## config.mk

```make
export PLATFORM = sky130hd
export DESIGN_NAME = gpio_pad_resolver
export DESIGN_NICKNAME = d
export VERILOG_FILES = /design/src/rtl/gpr_pkg.sv /design/src/rtl/gpr_pin_eval.sv /design/src/rtl/gpr_pin_regs.sv /design/src/rtl/gpio_pad_resolver.sv
export SDC_FILE = /design/constraint.sdc
export NUM_CORES = 1
export LEC_CHECK = 0
export CORE_AREA = 2 2 197 199
export DETAILED_ROUTE_END_ITERATION = 6
export DIE_AREA = 0 0 199 201
export DONT_BUFFER_PORTS = 1
export GPL_TIMING_DRIVEN = 0
export PLACE_DENSITY = 0.53
export SLEW_MARGIN = 40
export SYNTH_ARGS = -nofsm -noshare
export SYNTH_HDL_FRONTEND = slang
export SYNTH_HIERARCHICAL = 1
export SYNTH_SLANG_ARGS = --single-unit
```

## constraint.sdc

```tcl
create_clock -name clk -period 0.96 [get_ports clk]
set_input_delay 0.096 -clock clk [delete_from_list [all_inputs] [get_ports clk]]
set_output_delay 0.096 -clock clk [all_outputs]
set_load 0.01 [all_outputs]
```

## src/rtl/gpr_pkg.sv

```systemverilog
package gpr_pkg;
  localparam int MODE_W = 3;
  localparam int PULL_W = 2;

  localparam logic [PULL_W-1:0] PULL_DN = 2'd1;
  localparam logic [PULL_W-1:0] PULL_UP = 2'd3;

  // Drive mode condition: always, only on high, only on low
  function automatic logic drive_allowed(input logic [MODE_W-1:0] mode, input logic o);
    logic ok;
    case (mode)
      3'd0, 3'd1, 3'd2, 3'd3: ok = 1'b1;
      3'd4, 3'd5:             ok = o;
      default:                ok = !o;
    endcase
    return ok;
  endfunction

  function automatic logic pull_active(input logic [PULL_W-1:0] p);
    return (p == PULL_DN) || (p == PULL_UP);
  endfunction

  function automatic logic pull_level(input logic [PULL_W-1:0] p);
    return (p == PULL_UP);
  endfunction

  typedef struct packed {
    logic conn_raw;
    logic pull_sub;
    logic force_in;
    logic force_val;
    logic oe;
    logic lvl;
    logic in_nx;
    logic short_now;
  } pin_res_t;
endpackage

```

## src/rtl/gpr_pin_eval.sv

```systemverilog
module gpr_pin_eval
  import gpr_pkg::*;
(
  input  logic              dir,
  input  logic              ibuf_off,
  input  logic [PULL_W-1:0] pull,
  input  logic [MODE_W-1:0] mode,
  input  logic              out_bit,
  input  logic              ext_vld,
  input  logic              ext_lvl,
  input  logic              in_cur,
  output pin_res_t          res
);
  logic pon;

  always_comb begin
    pon           = pull_active(pull);
    res.conn_raw  = dir & drive_allowed(mode, out_bit);
    res.force_val = pull_level(pull);
    res.force_in  = ibuf_off & pon;
    res.pull_sub  = !ibuf_off & !ext_vld & pon & !res.conn_raw;
    res.oe        = res.conn_raw | res.pull_sub;
    res.lvl       = res.pull_sub ? res.force_val : out_bit;
    res.short_now = !ibuf_off & ext_vld & res.conn_raw & (out_bit != ext_lvl);
    if (res.force_in)
      res.in_nx = res.force_val;
    else if (ext_vld)
      res.in_nx = ext_lvl;
    else if (!ibuf_off && res.oe)
      res.in_nx = res.lvl;
    else
      res.in_nx = in_cur;
  end
endmodule

```

## src/rtl/gpr_pin_regs.sv

```systemverilog
module gpr_pin_regs (
  input  logic clk,
  input  logic rst_n,
  input  logic in_nx,
  input  logic oe_nx,
  input  logic lvl_nx,
  input  logic short_now,
  input  logic clr,
  output logic in_q,
  output logic oe_q,
  output logic lvl_q,
  output logic chg_q,
  output logic short_q
);
  always_ff @(posedge clk or negedge rst_n) begin
    if (!rst_n) begin
      in_q    <= 1'b0;
      oe_q    <= 1'b0;
      lvl_q   <= 1'b0;
      chg_q   <= 1'b0;
      short_q <= 1'b0;
    end else begin
      in_q    <= in_nx;
      oe_q    <= oe_nx;
      lvl_q   <= lvl_nx;
      chg_q   <= (oe_nx ^ oe_q) | (lvl_nx ^ lvl_q);
      short_q <= short_now | (short_q & ~clr);
    end
  end
endmodule

```

## src/rtl/gpio_pad_resolver.sv

```systemverilog
module gpio_pad_resolver
  import gpr_pkg::*;
#(
  parameter int NPIN = 32
) (
  input  logic                   clk,
  input  logic                   rst_n,
  input  logic [NPIN-1:0]        pin_dir,
  input  logic [NPIN-1:0]        pin_ibuf_off,
  input  logic [PULL_W*NPIN-1:0] pin_pull,
  input  logic [MODE_W*NPIN-1:0] pin_mode,
  input  logic [NPIN-1:0]        out_bits,
  input  logic [NPIN-1:0]        ext_valid,
  input  logic [NPIN-1:0]        ext_level,
  input  logic [NPIN-1:0]        sc_clr,
  output logic [NPIN-1:0]        in_bits,
  output logic [NPIN-1:0]        pad_oe,
  output logic [NPIN-1:0]        pad_lvl,
  output logic [NPIN-1:0]        pad_chg,
  output logic [NPIN-1:0]        short_flag
);
  // Named internal events for the checker
  logic [NPIN-1:0] conn_raw;
  logic [NPIN-1:0] pull_sub;
  logic [NPIN-1:0] ev_short;
  logic [NPIN-1:0] force_in;
  logic [NPIN-1:0] force_val;

  for (genvar i = 0; i < NPIN; i++) begin : g_pin
    pin_res_t res;

    gpr_pin_eval u_eval (
      .dir      (pin_dir[i]),
      .ibuf_off (pin_ibuf_off[i]),
      .pull     (pin_pull[PULL_W*i +: PULL_W]),
      .mode     (pin_mode[MODE_W*i +: MODE_W]),
      .out_bit  (out_bits[i]),
      .ext_vld  (ext_valid[i]),
      .ext_lvl  (ext_level[i]),
      .in_cur   (in_bits[i]),
      .res      (res)
    );

    gpr_pin_regs u_regs (
      .clk       (clk),
      .rst_n     (rst_n),
      .in_nx     (res.in_nx),
      .oe_nx     (res.oe),
      .lvl_nx    (res.lvl),
      .short_now (res.short_now),
      .clr       (sc_clr[i]),
      .in_q      (in_bits[i]),
      .oe_q      (pad_oe[i]),
      .lvl_q     (pad_lvl[i]),
      .chg_q     (pad_chg[i]),
      .short_q   (short_flag[i])
    );

    assign conn_raw[i]  = res.conn_raw;
    assign pull_sub[i]  = res.pull_sub;
    assign ev_short[i]  = res.short_now;
    assign force_in[i]  = res.force_in;
    assign force_val[i] = res.force_val;
  end
endmodule

```

==> flow_summary_export.csv <==
group,metric,value,unit
detailed_routing,dr_total_vias,9531,
layout,final_area,14500,µm²
clocking,cts_buffers,17,
setup_path,end_kind,"output port",
layout,fillCellCount,3771,
detailed_routing,wl_met1,12200,µm
global_routing,grt_pass1_vias,9532,
layout,drive_gt1_share,16.0,%
floorplanning,num_io_pins,514,
placement,dp_slack,-378,ps
floorplanning,rows,72,
setup_path,cp_data_required_time,860,ps
setup_path,path_class,"reg2out",
clocking,numClockSinks,160,
sta,period_needed,1010,ps
run_status,status,"finished with violations",
power,powerDensity,1330,nW/µm²
placement,placed_cell_area,11800,µm²
layout,register_area,4060,µm²
detailed_routing,dr.first_iter.drc_count,305,
detailed_routing,route.detailed.drc,0,
floorplanning,die_x,199,µm
setup_path,reg2reg_depth,2,
floorplanning,core-area,38100,µm²
clocking,root_buffer,"clkbuf_16",
synth,netlist_area,11200,µm²
sta,final-setup-viol-count,149,
sta,finalSetupTns,-2690,ps
sta,maxSlewHeadroom,79.3,%
power,p_total,19.3,mW
sta,final-hold-violation-count,256,
clocking,cts_tree,"yes",
sta,max_freq,986,MHz
floorplanning,initial_core_util,29.3,%
global_routing,grt_max_degree,161,
hold_path,hp-class,"in2async",
global_routing,grt_use_total,16.0,%
sta,slew_violations,0,
placement,dpl.hpwl,24600,µm
setup_path,crit_arrival,920,ps
detailed_routing,dr_wl_met3,3400,µm
global_routing,antenna_found_initial,2,
global_routing,overflow,0,
detailed_routing,drtAntennaViolNets,0,
detailed_routing,routed_wl,33700,µm
layout,nNetsFinal,1672,
sta,finClkSkew,7.62,ps
detailed_routing,vias_per_cell,5.15,
run,max-cap-violations,0,
synth,synthCells,1120,
clocking,htreeDepth,4,
floorplanning,fp.dieH,201,µm
detailed_routing,top_layer,"met4",
layout,multi_input_comb_area,7130,µm²
sta,worst_pin_slew,305,ps
detailed_routing,wl_met2,16900,µm
setup_path,reg2reg_from,"g_pin[30].u_regs/in_q",
setup_path,cp_max_fo,2,
floorplanning,dieArea,40000,µm²
synth,syn_avg_cell_area,9.97,µm²
setup_path,r2r-end,"g_pin[30].u_regs/in_q",
sta,worst_hold_slack,-662,ps
global_routing,grt_pass1_wl,50600,µm
clocking,worstSkewPairLatency,450,ps
placement,place.gp.congestion,0.838,
setup_path,critical_path.startpoint_type,"flip-flop",
clocking,cts.clk_slew.worst_paths,70,ps
placement,io_buffers,0,
detailed_routing,drt-pass1-iter-count,6,
run_status,violations,"hold timing, setup timing",
sta,fin_crit_sh,106,%
synth,synth_nets,1474,
detailed_routing,wl_per_cell,18.2,µm
layout,synthToLayoutAreaGrowth,29.9,%
sta,rsz0062_at_grt,"true",
setup_path,reg2reg_setup_slack,20,ps
power,leakage,6.43,nW
clocking,cts_buffer_depth,2,
sta,setup_ws,-54.7,ps
synth,ys_warn_count,6,
power,ir_drop,1.25,mV
cells in the final DEF (no fill, tap or decap), types with 46 or more instances in the layout:
| master | count |
|---|---|
| nand2_1 | 128 |
| dlymetal6s4s_1 | 61 |
| dlygate4sd3_1 | 118 |
| nor2b_1 | 64 |
| dfrtp_2 | 46 |
| nand3_1 | 96 |
| dfrtp_1 | 114 |
| xnor2_1 | 91 |
report_power, final:
| group | leakage (nW) | internal (mW) | switching (mW) |
|---|---|---|---|
| clock | 0.285 | 4.17 | 2.91 |
| sequential | 1.84 | 7.52 | 1.04 |
| combinational | 4.30 | 2.21 | 1.40 |
| total | 6.43 | 13.9 | 5.35 |
flip-flops by register name, summed over array words and instances (netlist names):
register / count
g_pin.u_regs/chg_q: 32
g_pin.u_regs/in_q: 32
g_pin.u_regs/lvl_q: 32
g_pin.u_regs/oe_q: 32
g_pin.u_regs/short_q: 32
timing repair:
| item | 4_1_cts | 5_1_grt |
|---|---|---|
| hold buffers | 139 | 49 |
| endpoints found under the setup margin | 160 | 201 |
| gates resized for setup | 28 | 91 |
| endpoints found under the hold margin | 320 | 279 |
| pin swaps | 0 | 12 |
| setup buffers | 0 | 0 |
metrics by stage:
step | utilization [%] | std cells
global route | 38.1 | 1850
floorplan | - | 1120
detailed placement | 31.0 | 1638
CTS | 36.3 | 1808
global placement | 31.0 | 1638
finish | 38.1 | 1850
final cells by class:
type	instances	share of cell area [%]
Clock inverter	7	0.690
Sequential cell	160	28.0
Inverter	32	0.828
Timing Repair Buffer	179	13.4
Multi-Input combinational cell	928	49.1
Tap cell	518	4.47
Clock buffer	24	3.46
Antenna cell	2	0.0345
metal layers:
layer  vias to the layer above  GRT usage, %
li1                       4495             -
met1                      4624          16.1
met2                       348          27.5
met3                        64          7.07
met4                         0          8.64
met5                         -             0
worst max-delay path by stage:
stage | to | cells after the start | startpoint
finish | pad_oe[6] | 0 | g_pin[6].u_regs/oe_q
global route | pad_lvl[19] | 0 | g_pin[19].u_regs/lvl_q
CTS | pad_lvl[4] | 0 | g_pin[4].u_regs/lvl_q
detailed placement | g_pin[8].u_regs/chg_q | 5 | pin_ibuf_off[8]
global placement | g_pin[8].u_regs/chg_q | 5 | pin_ibuf_off[8]
floorplan | g_pin[10].u_regs/chg_q | 5 | pin_ibuf_off[10]
Power figures use the tool's default switching activity.
